==> src/rtl/sst_pkg.sv <==
package sst_pkg;
    typedef enum logic [1:0] {
        ST_IDLE,
        ST_WAIT,
        ST_DELAY,
        ST_STEP
    } sst_state_e;

    localparam logic [1:0] ADDR_CTRL  = 2'd0;
    localparam logic [1:0] ADDR_DELAY = 2'd1;
    localparam logic [1:0] ADDR_STEP  = 2'd2;
    localparam logic [1:0] ADDR_ACK   = 2'd3;
endpackage

==> src/rtl/sst_regs.sv <==
module sst_regs
    import sst_pkg::*;
#(
    parameter int unsigned W = 16
) (
    input  logic         clk,
    input  logic         rst_n,
    input  logic         wr_en,
    input  logic [1:0]   wr_addr,
    input  logic [W-1:0] wr_data,
    output logic         run_en,
    output logic         sync_mode,
    output logic [W-1:0] delay_val,
    output logic [W-1:0] step_val,
    output logic         irq_ack
);
    always_ff @(posedge clk or negedge rst_n) begin
        if (!rst_n) begin
            run_en    <= 1'b0;
            sync_mode <= 1'b0;
            delay_val <= '0;
            step_val  <= '0;
        end else if (wr_en) begin
            case (wr_addr)
                ADDR_CTRL: begin
                    run_en    <= wr_data[0];
                    sync_mode <= wr_data[1];
                end
                ADDR_DELAY: delay_val <= wr_data;
                ADDR_STEP:  step_val  <= wr_data;
                default: ;
            endcase
        end
    end

    assign irq_ack = wr_en && (wr_addr == ADDR_ACK) && wr_data[0];
endmodule

==> src/rtl/sst_timer.sv <==
module sst_timer #(
    parameter int unsigned W = 16
) (
    input  logic         clk,
    input  logic         rst_n,
    input  logic         clr,
    input  logic         load,
    input  logic [W-1:0] load_val,
    input  logic         run,
    output logic [W-1:0] count,
    output logic         expire
);
    localparam logic [W-1:0] ONE = W'(1);

    assign expire = run && !clr && (count == ONE);

    always_ff @(posedge clk or negedge rst_n) begin
        if (!rst_n) begin
            count <= '0;
        end else if (clr) begin
            count <= '0;
        end else if (load) begin
            count <= (load_val == '0) ? ONE : load_val;
        end else if (run && (count != '0)) begin
            count <= count - ONE;
        end
    end

    p_count_down_r5: assert property (@(posedge clk) disable iff (!rst_n)
        (run && !load && !clr && count != '0) |=> (count == $past(count) - ONE));
endmodule

==> src/rtl/sst_step_timer.sv <==
module sst_step_timer
    import sst_pkg::*;
#(
    parameter int unsigned W = 16
) (
    input  logic         clk,
    input  logic         rst_n,
    input  logic         wr_en,
    input  logic [1:0]   wr_addr,
    input  logic [W-1:0] wr_data,
    input  logic         scan_sync,
    output logic         step_pulse,
    output logic         step_irq
);
    logic         run_en, sync_mode, irq_ack, en_q, arm;
    logic [W-1:0] delay_val, step_val, dly_cnt, stp_cnt;
    logic         dly_load, stp_load, dly_exp, stp_exp, fire;
    sst_state_e   state_q, state_d;

    sst_regs #(.W(W)) u_regs (
        .clk(clk), .rst_n(rst_n), .wr_en(wr_en), .wr_addr(wr_addr),
        .wr_data(wr_data), .run_en(run_en), .sync_mode(sync_mode),
        .delay_val(delay_val), .step_val(step_val), .irq_ack(irq_ack)
    );

    sst_timer #(.W(W)) u_delay (
        .clk(clk), .rst_n(rst_n), .clr(!run_en), .load(dly_load),
        .load_val(delay_val), .run(state_q == ST_DELAY),
        .count(dly_cnt), .expire(dly_exp)
    );

    sst_timer #(.W(W)) u_step (
        .clk(clk), .rst_n(rst_n), .clr(!run_en), .load(stp_load),
        .load_val(step_val), .run(state_q == ST_STEP),
        .count(stp_cnt), .expire(stp_exp)
    );

    assign arm = run_en && !en_q;

    always_comb begin
        state_d  = state_q;
        dly_load = 1'b0;
        stp_load = 1'b0;
        fire     = 1'b0;
        if (!run_en) begin
            state_d = ST_IDLE;
        end else begin
            unique case (state_q)
                ST_IDLE: begin
                    if (arm) begin
                        if (sync_mode) begin
                            state_d = ST_WAIT;
                        end else begin
                            state_d  = ST_DELAY;
                            dly_load = 1'b1;
                        end
                    end
                end
                ST_WAIT: begin
                    if (scan_sync) begin
                        state_d  = ST_DELAY;
                        dly_load = 1'b1;
                    end
                end
                ST_DELAY: begin
                    if (dly_exp) begin
                        state_d  = ST_STEP;
                        stp_load = 1'b1;
                        fire     = 1'b1;
                    end
                end
                ST_STEP: begin
                    if (stp_exp) begin
                        stp_load = 1'b1;
                        fire     = 1'b1;
                    end
                end
            endcase
        end
    end

    always_ff @(posedge clk or negedge rst_n) begin
        if (!rst_n) begin
            state_q <= ST_IDLE;
            en_q    <= 1'b0;
        end else begin
            state_q <= state_d;
            en_q    <= run_en;
        end
    end

    always_ff @(posedge clk or negedge rst_n) begin
        if (!rst_n) begin
            step_pulse <= 1'b0;
            step_irq   <= 1'b0;
        end else begin
            step_pulse <= fire;
            if (fire) begin
                step_irq <= 1'b1;
            end else if (irq_ack) begin
                step_irq <= 1'b0;
            end
        end
    end

    p_pulse_irq_r6: assert property (@(posedge clk) disable iff (!rst_n)
        step_pulse |-> step_irq);

    p_irq_clear_r6: assert property (@(posedge clk) disable iff (!rst_n)
        $fell(step_irq) |-> $past(irq_ack));

    p_wait_quiet_r3: assert property (@(posedge clk) disable iff (!rst_n)
        (state_q == ST_WAIT && $past(state_q) == ST_WAIT) |-> !step_pulse);

    p_off_clears_r8: assert property (@(posedge clk) disable iff (!rst_n)
        !run_en |=> (dly_cnt == '0 && stp_cnt == '0));

    p_pulse_enabled_r8: assert property (@(posedge clk) disable iff (!rst_n)
        step_pulse |-> $past(run_en));
endmodule

==> config.mk <==
export PLATFORM = sky130hd
export DESIGN_NAME = sst_step_timer
export DESIGN_NICKNAME = d
export VERILOG_FILES = /design/src/rtl/sst_pkg.sv /design/src/rtl/sst_regs.sv /design/src/rtl/sst_timer.sv /design/src/rtl/sst_step_timer.sv
export SDC_FILE = /design/constraint.sdc
export NUM_CORES = 1
export LEC_CHECK = 0
export CORE_UTILIZATION = 53
export CTS_CLUSTER_DIAMETER = 120
export CTS_CLUSTER_SIZE = 28
export DETAILED_ROUTE_END_ITERATION = 8
export GPL_TIMING_DRIVEN = 0
export PLACE_DENSITY = 0.74
export SLEW_MARGIN = 40
export SYNTH_ARGS = -nofsm -noshare
export SYNTH_HDL_FRONTEND = slang
export SYNTH_HIERARCHICAL = 1
export SYNTH_SLANG_ARGS = --single-unit
export TNS_END_PERCENT = 50
==> constraint.sdc <==
create_clock -name clk -period 2.8 [get_ports clk]
set_input_delay 0.56 -clock clk [delete_from_list [all_inputs] [get_ports clk]]
set_output_delay 0.56 -clock clk [all_outputs]
set_load 0.02 [all_outputs]
==> impl_results.html, run 1 <==
<table>
<tr><th>Metric</th><th>Value</th></tr>
<tr><th colspan="2">Timing</th></tr>
<tr><td>Pin slew with the least headroom to its limit</td><td>0.6905 ns</td></tr>
<tr><td>Setup violation total in the final timing report</td><td>15</td></tr>
<tr><td>Worst hold slack across all endpoints</td><td>0.06058 ns</td></tr>
<tr><td>Worst relative slew slack</td><td>53.56%</td></tr>
<tr><td>Share of the clock period used by the worst path</td><td>103.2%</td></tr>
<tr><td>Peak Freq</td><td>345.9 MHz</td></tr>
<tr><td>Total negative setup slack</td><td>-0.8805 ns</td></tr>
<tr><td>Setup slack after layout</td><td>-0.09084 ns</td></tr>
<tr><td>Final number of max-transition violations</td><td>0</td></tr>
<tr><td>Fin Clk Skew</td><td>0.01052 ns</td></tr>
<tr><td>Final critical delay including setup and external delays</td><td>2.891 ns</td></tr>
<tr><td>Setup repair after global routing missed its margin</td><td>yes</td></tr>
<tr><td>Final hold viol count</td><td>0</td></tr>
<tr><th colspan="2">CTS</th></tr>
<tr><td>Clock Latency Late Sink</td><td>0.35 ns</td></tr>
<tr><td>Number of clock sinks</td><td>71</td></tr>
<tr><td>Root buffer cell</td><td>clkbuf_8</td></tr>
<tr><td>H-tree Lvls</td><td>3</td></tr>
<tr><td>Clock input transition at the sequential cells of the worst setup and hold paths</td><td>0.08 ns</td></tr>
<tr><td>TritonCTS clock tree</td><td>yes</td></tr>
<tr><td>Hold buffers post-CTS</td><td>0</td></tr>
<tr><td>Clk buf depth</td><td>2</td></tr>
<tr><td>Cts bufs inserted</td><td>9</td></tr>
<tr><th colspan="2">Global route</th></tr>
<tr><td>Number of antenna violations at the first check in global routing</td><td>0</td></tr>
<tr><td>Global router's overall resource usage</td><td>25.42%</td></tr>
<tr><td>Met2 track demand over resource</td><td>45.24%</td></tr>
<tr><td>Total global routing overflow</td><td>0</td></tr>
<tr><td>Vias in the first global route</td><td>3082</td></tr>
<tr><td>Global-route wire length before repair</td><td>14990 um</td></tr>
<tr><td>Met1 layer usage reported by global route</td><td>32.25%</td></tr>
<tr><td>Largest net degree at the start of global routing</td><td>43</td></tr>
<tr><td>GRT busiest layer</td><td>met2</td></tr>
<tr><td>GR Layer Usage met3</td><td>4.063%</td></tr>
<tr><th colspan="2">Critical path</th></tr>
<tr><td>Depth of the most critical reg-to-reg path</td><td>10</td></tr>
<tr><td>Worst Path Required</td><td>3.09 ns</td></tr>
<tr><td>Data arrival, critical path</td><td>3.18 ns</td></tr>
<tr><td>Kind of start point of the critical path</td><td>flip-flop</td></tr>
<tr><td>Largest driver fanout on the critical path</td><td>9</td></tr>
<tr><td>Crit path kind</td><td>reg -&gt; reg</td></tr>
<tr><td>Origin of the critical flop-to-flop path</td><td>u_delay/count[9]</td></tr>
<tr><td>Kind of end point of the critical path</td><td>flip-flop</td></tr>
<tr><td>Launch point of the worst path</td><td>u_delay/count[9]</td></tr>
<tr><th colspan="2">Route</th></tr>
<tr><td>Routed via count</td><td>3184</td></tr>
<tr><td>Vias per inst</td><td>6.147</td></tr>
<tr><td>Detailed-routing iteration count for the pre-antenna-repair pass</td><td>5</td></tr>
<tr><td>Antenna-violating nets left</td><td>0</td></tr>
<tr><td>DRC violation total after the first TritonRoute iteration</td><td>190</td></tr>
<tr><td>Detailed-route DRC error count</td><td>0</td></tr>
<tr><td>DR WL/cell</td><td>18.27 um</td></tr>
<tr><td>Routed wire length</td><td>9466 um</td></tr>
<tr><th colspan="2">Pwr</th></tr>
<tr><td>Static leakage</td><td>2.027 nW</td></tr>
<tr><td>Worst supply voltage drop on vdd</td><td>0.0005417 V</td></tr>
<tr><td>Total Power Consumption</td><td>3.966 mW</td></tr>
<tr><td>Pwr/cell area</td><td>818.2 nW/um^2</td></tr>
<tr><th colspan="2">Synthesis</th></tr>
<tr><td>Number of enable-type register cells in the synthesized netlist</td><td>0</td></tr>
<tr><td>Post-synth cell types</td><td>70</td></tr>
<tr><td>Fraction of registers with async set/reset</td><td>100.0%</td></tr>
<tr><td>Biggest area contributors in the synthesized netlist</td><td>dfrtp_1, mux2_4, mux2_2</td></tr>
<tr><td>Syn Nets</td><td>403</td></tr>
<tr><td>Seq/Total Area, Yosys</td><td>44.32%</td></tr>
<tr><td>Yosys top cell by area</td><td>dfrtp_1</td></tr>
<tr><td>Synth warnings</td><td>6</td></tr>
<tr><td>Top cells by count, synth</td><td>dfrtp_1, nor2_1, inv_1</td></tr>
<tr><td>Flip-flop and latch count after synthesis</td><td>71</td></tr>
<tr><td>Most used flip-flop cell after synthesis</td><td>dfrtp_1</td></tr>
<tr><td>Post-synth design cell area</td><td>4009 um^2</td></tr>
<tr><td>Mean post-synth cell area</td><td>10.78 um^2</td></tr>
<tr><td>Share of the synthesized area in the top cell type</td><td>44.32%</td></tr>
<tr><td>Gate count of the mapped netlist</td><td>372</td></tr>
<tr><td>Library cell with the highest instance count after synthesis</td><td>dfrtp_1</td></tr>
<tr><th colspan="2">Min path</th></tr>
<tr><td>Type of the worst min-delay path</td><td>in -&gt; async</td></tr>
<tr><th colspan="2">Layout</th></tr>
<tr><td>Area growth from synthesis to layout</td><td>20.91%</td></tr>
<tr><td>Final Net Count</td><td>445</td></tr>
<tr><td>Total inserted antenna cells</td><td>0</td></tr>
<tr><td>Proportion of layout cells with a drive suffix above 1</td><td>26.97%</td></tr>
<tr><th colspan="2">Floorplan</th></tr>
<tr><td>Top-level I/O count</td><td>24</td></tr>
<tr><td>Core region area</td><td>7292 um^2</td></tr>
<tr><td>Cell row count</td><td>31</td></tr>
<tr><td>Overall die area</td><td>7916 um^2</td></tr>
<tr><td>Die height</td><td>88.97 um</td></tr>
<tr><td>Initial Utilization</td><td>54.98%</td></tr>
<tr><td>Die Wd</td><td>88.97 um</td></tr>
<tr><th colspan="2">Place</th></tr>
<tr><td>Routability congestion estimate</td><td>0.8826</td></tr>
<tr><td>Half-perimeter wire length after detailed placement</td><td>6746 um</td></tr>
<tr><td>Count of buffers from port buffering</td><td>23</td></tr>
<tr><th colspan="2">Status</th></tr>
<tr><td>Violations in the final reports</td><td>negative setup slack</td></tr>
<tr><td>Result of the run</td><td>complete, but fails checks</td></tr>
<tr><th colspan="2">Run</th></tr>
<tr><td>Maximum capacitance violations</td><td>0</td></tr>
</table>
[worst paths after layout]
kind                                          end  slack (ns)
worst max-delay path              u_step/count[7]       -0.09
worst min-delay path              u_step/count[9]        0.06
worst max register to register    u_step/count[7]       -0.09
worst min register to register               en_q        0.49
max in group asynchronous       u_delay/count[12]        2.20
min in group clk                             en_q        0.49
[sequential cells by signal, summed over array words and instances (netlist names)]
name              count
u_step/count         16
step_irq              1
step_pulse            1
u_regs/step_val      16
u_regs/delay_val     16
u_regs/run_en         1
u_delay/count        16
en_q                  1
u_regs/sync_mode      1
state_q               2
[timing repair]
item | in CTS | in global routing
pin swaps | 2 | 13
endpoints found under the hold margin | 0 | 0
endpoints found under the setup margin | 18 | 18
cloned | 0 | 1
resized for setup | 9 | 39
buffers inserted | 1 | 6
[critical path: stages, from the launching register on]
cell	delay [ns]
dfrtp_1	0.41
or4_4	0.55
buf_6	0.14
or4_4	0.56
nor4_4	0.32
a22oi_2	0.15
nor2_4	0.21
buf_8	0.15
nand2_1	0.07
o21ai_0	0.10
o311a_1	0.18
[cells by family after synthesis]
family,count (synthesis),synth area share [%]
fa+ha+maj,9,2.809
xor+xnor,11,2.403
simple gates,128,19.29
compound gates,73,14.05
mux,39,12.67
buf+inv,41,4.463
flops,71,44.32
[cells in the final DEF (no fill, tap or decap), drive strengths merged, types with 5 or more instances in the layout]
cell type | netlist | layout
xor2 | 5 | 5
a211oi | 13 | 13
buf | 6 | 19
a21oi | 16 | 16
inv | 22 | 22
xnor2 | 6 | 6
nor4 | 19 | 19
or4 | 7 | 7
nor3 | 15 | 15
mux2i | 5 | 5
mux2 | 34 | 34
nor2 | 30 | 30
nand3b | 7 | 7
clkbuf | 12 | 18
ha | 9 | 9
nand4 | 6 | 6
dfrtp | 71 | 71
clkdlybuf4s50 | 0 | 22
a311oi | 6 | 6
nand2 | 17 | 17
[stage by stage]
step	setup slack, ns	util (%)	cell area [um^2]	instances
2_1_floorplan	0.02503	-	4019	372
6_report	-0.09084	66.47	4847	518
3_3_place_gp	-1.257	59.97	4373	494
5_1_grt	-0.1774	66.47	4847	518
4_1_cts	0.005293	63.95	4663	511
3_5_place_dp	-0.4432	60.26	4394	495
[metal layers]
metal	up-vias	share of wire, %
met5	-	0
met4	0	1.5
met3	16	3.3
met2	70	53
met1	1603	42
li1	1495	-
[power breakdown]
part | internal (mW) | total (mW) | switching, mW
sequential | 1.23 | 1.47 | 0.241
clock | 0.530 | 0.943 | 0.412
combinational | 0.737 | 1.56 | 0.818
total | 2.49 | 3.97 | 1.47
[final cells by class]
cell class              instances  area [um^2]
plain buffers                  17        121.4
clock buffers                  10        137.6
clock inverters                 6        93.84
fillers                       578         2445
inverters                      23        86.33
multi-input cells             260         2185
flip-flops and latches         71         1780
well taps                      99        123.9
repair buffers                 32        319.1
No activity file was read; power rests on OpenSTA's default activity.
==> run 2: changes to the inputs <==
- CORE_ASPECT_RATIO: unset -> 1.4
- SLEW_MARGIN: 40 -> unset
==> run 2 against run 1 <==
Against the previous run:
- the run still ends with negative setup slack left
- first-iteration DRC count up 22%
- utilization is 0.94 points lower
- via count up 0.66%
- global-route usage is 0.81 points higher
- sequential power barely moved
- sequential share of layout area grew 0.39 points
- cell count increased by 0.19%
- combinational power is 4% higher
- clock power decreased by 24%
- non-clock buffer count rose by 4
- largest cell class unchanged
- highest routed layer unchanged
- wire length rose by 4.4%
==> impl_results.html, run 2 (synthesis results as in run 1) <==
<table>
<tr><th>Metric</th><th>Value</th></tr>
<tr><th colspan="2">Pwr</th></tr>
<tr><td>Sequential group share of total power</td><td>38.4%</td></tr>
<tr><td>Switching power summed over all nets</td><td>1.461 mW</td></tr>
<tr><td>Clock group share of total power</td><td>19.0%</td></tr>
<tr><td>Static leakage</td><td>2.018 nW</td></tr>
<tr><td>Pwr/cell area</td><td>791.8 nW/um^2</td></tr>
<tr><td>Share of power burned in combinational logic</td><td>42.6%</td></tr>
<tr><td>Fraction of power spent switching nets</td><td>38.48%</td></tr>
<tr><td>Worst supply voltage drop on vdd</td><td>0.0004976 V</td></tr>
<tr><td>Internal power consumption</td><td>2.335 mW</td></tr>
<tr><td>Total Power Consumption</td><td>3.795 mW</td></tr>
<tr><th colspan="2">Critical path</th></tr>
<tr><td>Endpoint of the worst setup timing path</td><td>state_q[1]</td></tr>
<tr><td>Crit path kind</td><td>reg -&gt; reg</td></tr>
<tr><td>Endpoint of the worst register-to-register path</td><td>state_q[1]</td></tr>
<tr><td>Kind of end point of the critical path</td><td>flip-flop</td></tr>
<tr><td>Origin of the critical flop-to-flop path</td><td>u_delay/count[9]</td></tr>
<tr><td>Largest driver fanout on the critical path</td><td>6</td></tr>
<tr><td>Data arrival, critical path</td><td>3.18 ns</td></tr>
<tr><td>R2R setup slack</td><td>-0.11 ns</td></tr>
<tr><td>Launch point of the worst path</td><td>u_delay/count[9]</td></tr>
<tr><td>Worst Path Required</td><td>3.07 ns</td></tr>
<tr><td>Kind of start point of the critical path</td><td>flip-flop</td></tr>
<tr><td>Depth of the most critical reg-to-reg path</td><td>9</td></tr>
<tr><th colspan="2">Timing</th></tr>
<tr><td>Fin Clk Skew</td><td>0.006594 ns</td></tr>
<tr><td>Final hold viol count</td><td>0</td></tr>
<tr><td>Worst hold slack across all endpoints</td><td>0.3305 ns</td></tr>
<tr><td>Pin slew with the least headroom to its limit</td><td>0.8924 ns</td></tr>
<tr><td>Final critical delay including setup and external delays</td><td>2.909 ns</td></tr>
<tr><td>Worst relative slew slack</td><td>40.51%</td></tr>
<tr><td>Setup repair after global routing missed its margin</td><td>yes</td></tr>
<tr><td>Setup slack after layout</td><td>-0.1094 ns</td></tr>
<tr><td>Share of the clock period used by the worst path</td><td>103.9%</td></tr>
<tr><td>Setup violation total in the final timing report</td><td>16</td></tr>
<tr><td>Peak Freq</td><td>343.7 MHz</td></tr>
<tr><td>Final number of max-transition violations</td><td>0</td></tr>
<tr><th colspan="2">Global route</th></tr>
<tr><td>Total global routing overflow</td><td>0</td></tr>
<tr><td>Global-route wire length before repair</td><td>15210 um</td></tr>
<tr><td>Global router's overall resource usage</td><td>26.23%</td></tr>
<tr><td>GRT busiest layer</td><td>met2</td></tr>
<tr><td>Met1 layer usage reported by global route</td><td>28.86%</td></tr>
<tr><td>Vias in the first global route</td><td>3151</td></tr>
<tr><td>GR Layer Usage met3</td><td>5.882%</td></tr>
<tr><td>Number of antenna violations at the first check in global routing</td><td>0</td></tr>
<tr><td>Met2 track demand over resource</td><td>47.00%</td></tr>
<tr><td>Largest net degree at the start of global routing</td><td>72</td></tr>
<tr><th colspan="2">Route</th></tr>
<tr><td>Detailed-routing iteration count for the pre-antenna-repair pass</td><td>5</td></tr>
<tr><td>DRC violation total after the first TritonRoute iteration</td><td>232</td></tr>
<tr><td>Antenna-violating nets left</td><td>0</td></tr>
<tr><td>DR WL/cell</td><td>19.04 um</td></tr>
<tr><td>Routed wire length</td><td>9880 um</td></tr>
<tr><td>Routed via count</td><td>3205</td></tr>
<tr><td>Vias per inst</td><td>6.175</td></tr>
<tr><td>Detailed-route DRC error count</td><td>0</td></tr>
<tr><th colspan="2">CTS</th></tr>
<tr><td>Cts bufs inserted</td><td>9</td></tr>
<tr><td>Clock Latency Late Sink</td><td>0.35 ns</td></tr>
<tr><td>TritonCTS clock tree</td><td>yes</td></tr>
<tr><td>Clock input transition at the sequential cells of the worst setup and hold paths</td><td>0.07 ns</td></tr>
<tr><td>H-tree Lvls</td><td>3</td></tr>
<tr><td>Hold buffers post-CTS</td><td>0</td></tr>
<tr><td>Clk buf depth</td><td>2</td></tr>
<tr><td>Number of clock sinks</td><td>71</td></tr>
<tr><td>Root buffer cell</td><td>clkbuf_8</td></tr>
<tr><th colspan="2">Layout</th></tr>
<tr><td>Final Net Count</td><td>449</td></tr>
<tr><td>Proportion of layout cells with a drive suffix above 1</td><td>25.36%</td></tr>
<tr><td>Top library cells by usage in the layout, fill and taps aside</td><td>dfrtp_1, nor2_1, clkdlybuf4s50_1</td></tr>
<tr><td>Total inserted antenna cells</td><td>0</td></tr>
<tr><td>Leading cell type in the layout, fill and taps excluded</td><td>dfrtp_1</td></tr>
<tr><td>Area growth from synthesis to layout</td><td>19.57%</td></tr>
<tr><td>Number of fill cells in the layout</td><td>602</td></tr>
<tr><td>Utilization of the core after routing</td><td>65.53%</td></tr>
<tr><th colspan="2">Floorplan</th></tr>
<tr><td>Core region area</td><td>7315 um^2</td></tr>
<tr><td>Overall die area</td><td>7921 um^2</td></tr>
<tr><td>Die height</td><td>104.9 um</td></tr>
<tr><td>Top-level I/O count</td><td>24</td></tr>
<tr><td>Cell row count</td><td>37</td></tr>
<tr><td>Die Wd</td><td>75.51 um</td></tr>
<tr><td>Initial Utilization</td><td>54.81%</td></tr>
<tr><th colspan="2">Run</th></tr>
<tr><td>Maximum capacitance violations</td><td>0</td></tr>
<tr><th colspan="2">Status</th></tr>
<tr><td>Violations in the final reports</td><td>negative setup slack</td></tr>
<tr><td>Result of the run</td><td>complete, but fails checks</td></tr>
<tr><th colspan="2">Place</th></tr>
<tr><td>Count of buffers from port buffering</td><td>23</td></tr>
<tr><td>Routability congestion estimate</td><td>0.8763</td></tr>
<tr><td>Half-perimeter wire length after detailed placement</td><td>6915 um</td></tr>
<tr><th colspan="2">Min path</th></tr>
<tr><td>Type of the worst min-delay path</td><td>in -&gt; async</td></tr>
</table>
## run 2: routing by layer
| metal | vias up | part of all wire (%) |
|---|---|---|
| met4 | 0 | 3.1 |
| li1 | 1496 | - |
| met1 | 1603 | 40 |
| met5 | - | 0 |
| met2 | 80 | 54 |
| met3 | 26 | 3.2 |
## run 2: cell type report
class	instances	area, um^2	share of cell area, %
inverter	23	95.09	1.984
multi-input combinational	260	2165	45.16
timing repair buffer	36	342.8	7.152
sequential	71	1779	37.12
clock buffer	12	145.1	3.028
clock inverter	3	20.02	0.4176
tap	97	121.4	2.532
buffer	17	125.1	2.610
## run 2: timing repair
action / in CTS / in global routing
buffers inserted: 2 / 9
setup endpoints to repair: 18 / 20
resized for setup: 7 / 41
pin swaps: 3 / 11
gates cloned: 0 / 2
## run 2: critical path, cell delays in order (launching register included)
cell and delay [ns]:
dfrtp_1 0.39, or4_4 0.54, buf_6 0.15, or4_4 0.55, nor4_4 0.31, buf_4 0.18, nand2_2 0.05, a222oi_1 0.30
buf_4 0.17, mux2i_1 0.19
## run 2: worst min-delay path by stage
stage                             start  slack, ns                to  depth (start not counted)
after floorplan                   rst_n       0.26              en_q                          0
after global placement    u_regs/run_en       0.48              en_q                          0
after detailed placement  u_regs/run_en       0.48              en_q                          0
after CTS                         rst_n       0.35  u_delay/count[1]                          1
after global routing              rst_n       0.38        state_q[1]                          1
final                             rst_n       0.33        state_q[1]                          1
## run 2: power groups by stage
| stage | sequential [mW] | clock [mW] | combinational, mW |
|---|---|---|---|
| floorplan | 1.40 | 0 | 1.06 |
| global placement | 1.46 | 0 | 1.33 |
| detailed placement | 1.46 | 0 | 1.37 |
| CTS | 1.45 | 0.735 | 1.41 |
| global route | 1.49 | 0.786 | 1.73 |
| finish | 1.46 | 0.721 | 1.62 |
## run 2: through the flow
step | area [um^2] | setup WS [ns] | cells | setup TNS [ns]
final | 4793 | -0.1094 | 519 | -0.6737
after CTS | 4572 | 0.009391 | 509 | 0
after floorplan | 4019 | 0.02503 | 372 | 0
after global routing | 4793 | -0.2408 | 519 | -2.820
after global placement | 4370 | -1.227 | 492 | -93.70
after detailed placement | 4368 | -0.4935 | 492 | -7.505
==> run 3: changes to the inputs <==
- TNS_END_PERCENT: 50 -> unset
==> run 3 against run 2 <==
Against the previous run:
- critical endpoint is now u_step/count[7]
- critical path depth grew 2
- flip-flop and latch count is the same
- maximum frequency shrank 1.1%
- utilization grew 0.91 points
- the flow still finishes with violations (negative setup slack)
- combinational power is essentially flat
- final area grew 1.4%
- clock skew is essentially flat
- via count grew 0.34%
- count of clock-buffer cells in the layout is the same
==> impl_results.html, run 3 (synthesis results as in run 1) <==
<table>
<tr><th>Metric</th><th>Value</th></tr>
<tr><th colspan="2">Status</th></tr>
<tr><td>Result of the run</td><td>complete, but fails checks</td></tr>
<tr><td>Violations in the final reports</td><td>negative setup slack</td></tr>
<tr><th colspan="2">Timing</th></tr>
<tr><td>Final critical delay including setup and external delays</td><td>2.943 ns</td></tr>
<tr><td>Setup slack after layout</td><td>-0.1431 ns</td></tr>
<tr><td>Final hold viol count</td><td>0</td></tr>
<tr><td>Share of the clock period used by the worst path</td><td>105.1%</td></tr>
<tr><td>Final number of max-transition violations</td><td>0</td></tr>
<tr><td>Worst relative slew slack</td><td>40.88%</td></tr>
<tr><td>Fin Clk Skew</td><td>0.006102 ns</td></tr>
<tr><td>Peak Freq</td><td>339.8 MHz</td></tr>
<tr><td>Setup violation total in the final timing report</td><td>17</td></tr>
<tr><td>Total negative setup slack</td><td>-0.7997 ns</td></tr>
<tr><td>Pin slew with the least headroom to its limit</td><td>0.8868 ns</td></tr>
<tr><td>Setup repair after global routing missed its margin</td><td>yes</td></tr>
<tr><th colspan="2">Critical path</th></tr>
<tr><td>Data arrival, critical path</td><td>3.23 ns</td></tr>
<tr><td>Crit path kind</td><td>reg -&gt; reg</td></tr>
<tr><td>Depth of the most critical reg-to-reg path</td><td>11</td></tr>
<tr><td>Kind of end point of the critical path</td><td>flip-flop</td></tr>
<tr><td>Worst Path Required</td><td>3.09 ns</td></tr>
<tr><td>Origin of the critical flop-to-flop path</td><td>u_delay/count[9]</td></tr>
<tr><td>Launch point of the worst path</td><td>u_delay/count[9]</td></tr>
<tr><td>Largest driver fanout on the critical path</td><td>6</td></tr>
<tr><td>Kind of start point of the critical path</td><td>flip-flop</td></tr>
<tr><td>R2R setup slack</td><td>-0.14 ns</td></tr>
<tr><th colspan="2">CTS</th></tr>
<tr><td>Clk buf depth</td><td>2</td></tr>
<tr><td>Hold buffers post-CTS</td><td>0</td></tr>
<tr><td>TritonCTS clock tree</td><td>yes</td></tr>
<tr><td>H-tree Lvls</td><td>3</td></tr>
<tr><td>Clock input transition at the sequential cells of the worst setup and hold paths</td><td>0.07 ns</td></tr>
<tr><td>Clock Latency Late Sink</td><td>0.35 ns</td></tr>
<tr><td>Root buffer cell</td><td>clkbuf_8</td></tr>
<tr><td>Number of clock sinks</td><td>71</td></tr>
<tr><td>Cts bufs inserted</td><td>9</td></tr>
<tr><th colspan="2">Place</th></tr>
<tr><td>Routability congestion estimate</td><td>0.8763</td></tr>
<tr><td>Count of buffers from port buffering</td><td>23</td></tr>
<tr><td>Half-perimeter wire length after detailed placement</td><td>6915 um</td></tr>
<tr><th colspan="2">Route</th></tr>
<tr><td>Routed wire length</td><td>9970 um</td></tr>
<tr><td>Detailed-routing iteration count for the pre-antenna-repair pass</td><td>5</td></tr>
<tr><td>Routed via count</td><td>3216</td></tr>
<tr><td>DR WL/cell</td><td>19.21 um</td></tr>
<tr><td>Detailed-route DRC error count</td><td>0</td></tr>
<tr><td>Antenna-violating nets left</td><td>0</td></tr>
<tr><td>Vias per inst</td><td>6.197</td></tr>
<tr><td>DRC violation total after the first TritonRoute iteration</td><td>199</td></tr>
<tr><th colspan="2">Layout</th></tr>
<tr><td>Final Net Count</td><td>449</td></tr>
<tr><td>Top library cells by usage in the layout, fill and taps aside</td><td>dfrtp_1, nor2_1, clkdlybuf4s50_1</td></tr>
<tr><td>Total inserted antenna cells</td><td>0</td></tr>
<tr><td>Proportion of layout cells with a drive suffix above 1</td><td>27.96%</td></tr>
<tr><td>Leading cell type in the layout, fill and taps excluded</td><td>dfrtp_1</td></tr>
<tr><td>Area growth from synthesis to layout</td><td>21.22%</td></tr>
<tr><th colspan="2">Global route</th></tr>
<tr><td>Largest net degree at the start of global routing</td><td>72</td></tr>
<tr><td>Global router's overall resource usage</td><td>26.23%</td></tr>
<tr><td>Number of antenna violations at the first check in global routing</td><td>0</td></tr>
<tr><td>Global-route wire length before repair</td><td>15210 um</td></tr>
<tr><td>Vias in the first global route</td><td>3151</td></tr>
<tr><td>Total global routing overflow</td><td>0</td></tr>
<tr><th colspan="2">Min path</th></tr>
<tr><td>Type of the worst min-delay path</td><td>in -&gt; async</td></tr>
<tr><th colspan="2">Pwr</th></tr>
<tr><td>Worst supply voltage drop on vdd</td><td>0.0004974 V</td></tr>
<tr><td>Total Power Consumption</td><td>3.790 mW</td></tr>
<tr><td>Pwr/cell area</td><td>779.8 nW/um^2</td></tr>
<tr><td>Static leakage</td><td>2.028 nW</td></tr>
<tr><th colspan="2">Run</th></tr>
<tr><td>Maximum capacitance violations</td><td>0</td></tr>
<tr><th colspan="2">Floorplan</th></tr>
<tr><td>Core region area</td><td>7315 um^2</td></tr>
<tr><td>Overall die area</td><td>7921 um^2</td></tr>
<tr><td>Cell row count</td><td>37</td></tr>
<tr><td>Initial Utilization</td><td>54.81%</td></tr>
<tr><td>Top-level I/O count</td><td>24</td></tr>
<tr><td>Die Wd</td><td>75.51 um</td></tr>
<tr><td>Die height</td><td>104.9 um</td></tr>
</table>
run 3: final cells by class:
cell class,count,area (um^2)
multi-input cells,260,2216
repair buffers,36,354.1
fillers,587,2455
well taps,97,121.4
clock buffers,12,145.1
flip-flops and latches,71,1779
plain buffers,17,128.9
inverters,23,95.09
clock inverters,3,20.02
run 3: per-layer routing:
| metal | vias up | global-route usage [%] | routed length (um) |
|---|---|---|---|
| met4 | 0 | 10.32 | 383 |
| li1 | 1503 | - | - |
| met3 | 32 | 5.882 | 291 |
| met1 | 1596 | 28.86 | 3870 |
| met5 | - | 0 | 0 |
| met2 | 85 | 47.00 | 5425 |
run 3: timing repair:
item                       4_1_cts  5_1_grt
setup endpoints to repair       18       20
cloned                           0        2
buffers inserted                 2        9
pin swaps                        3       12
gates resized for setup          7       58
run 3: worst max-delay path: stages, from the launching register on:
cell and delay [ns]:
dfrtp_1 0.39, or4_4 0.54, buf_6 0.15, or4_4 0.55, nor4_4 0.31, a22oi_2 0.13, nor2_4 0.18, buf_12 0.13
buf_8 0.12, nand2_1 0.07, o21ai_0 0.12, o311a_1 0.20
run 3: worst paths after layout:
path	endpoint
max reg2reg	u_step/count[7]
min	state_q[1]
min reg2reg	en_q
min in group clk	en_q
max in group asynchronous	u_delay/count[12]
max	u_step/count[7]
run 3: power by group:
part	total (mW)	switching [mW]	leakage (nW)	internal, mW
clock	0.716	0.376	0.0785	0.340
sequential	1.46	0.237	0.906	1.23
combinational	1.61	0.842	1.04	0.769
run 3: per-stage QoR:
stage	instances	setup WS (ns)	utilization [%]	area (um^2)	hold slack, ns
6_report	519	-0.1431	66.44	4860	0.3238
5_1_grt	519	-0.2830	66.44	4860	0.3809
4_1_cts	509	0.009391	62.50	4572	0.3547
3_5_place_dp	492	-0.4935	59.72	4368	0.4828
3_3_place_gp	492	-1.227	59.75	4370	0.4775
2_1_floorplan	372	0.02503	-	4019	0.2644
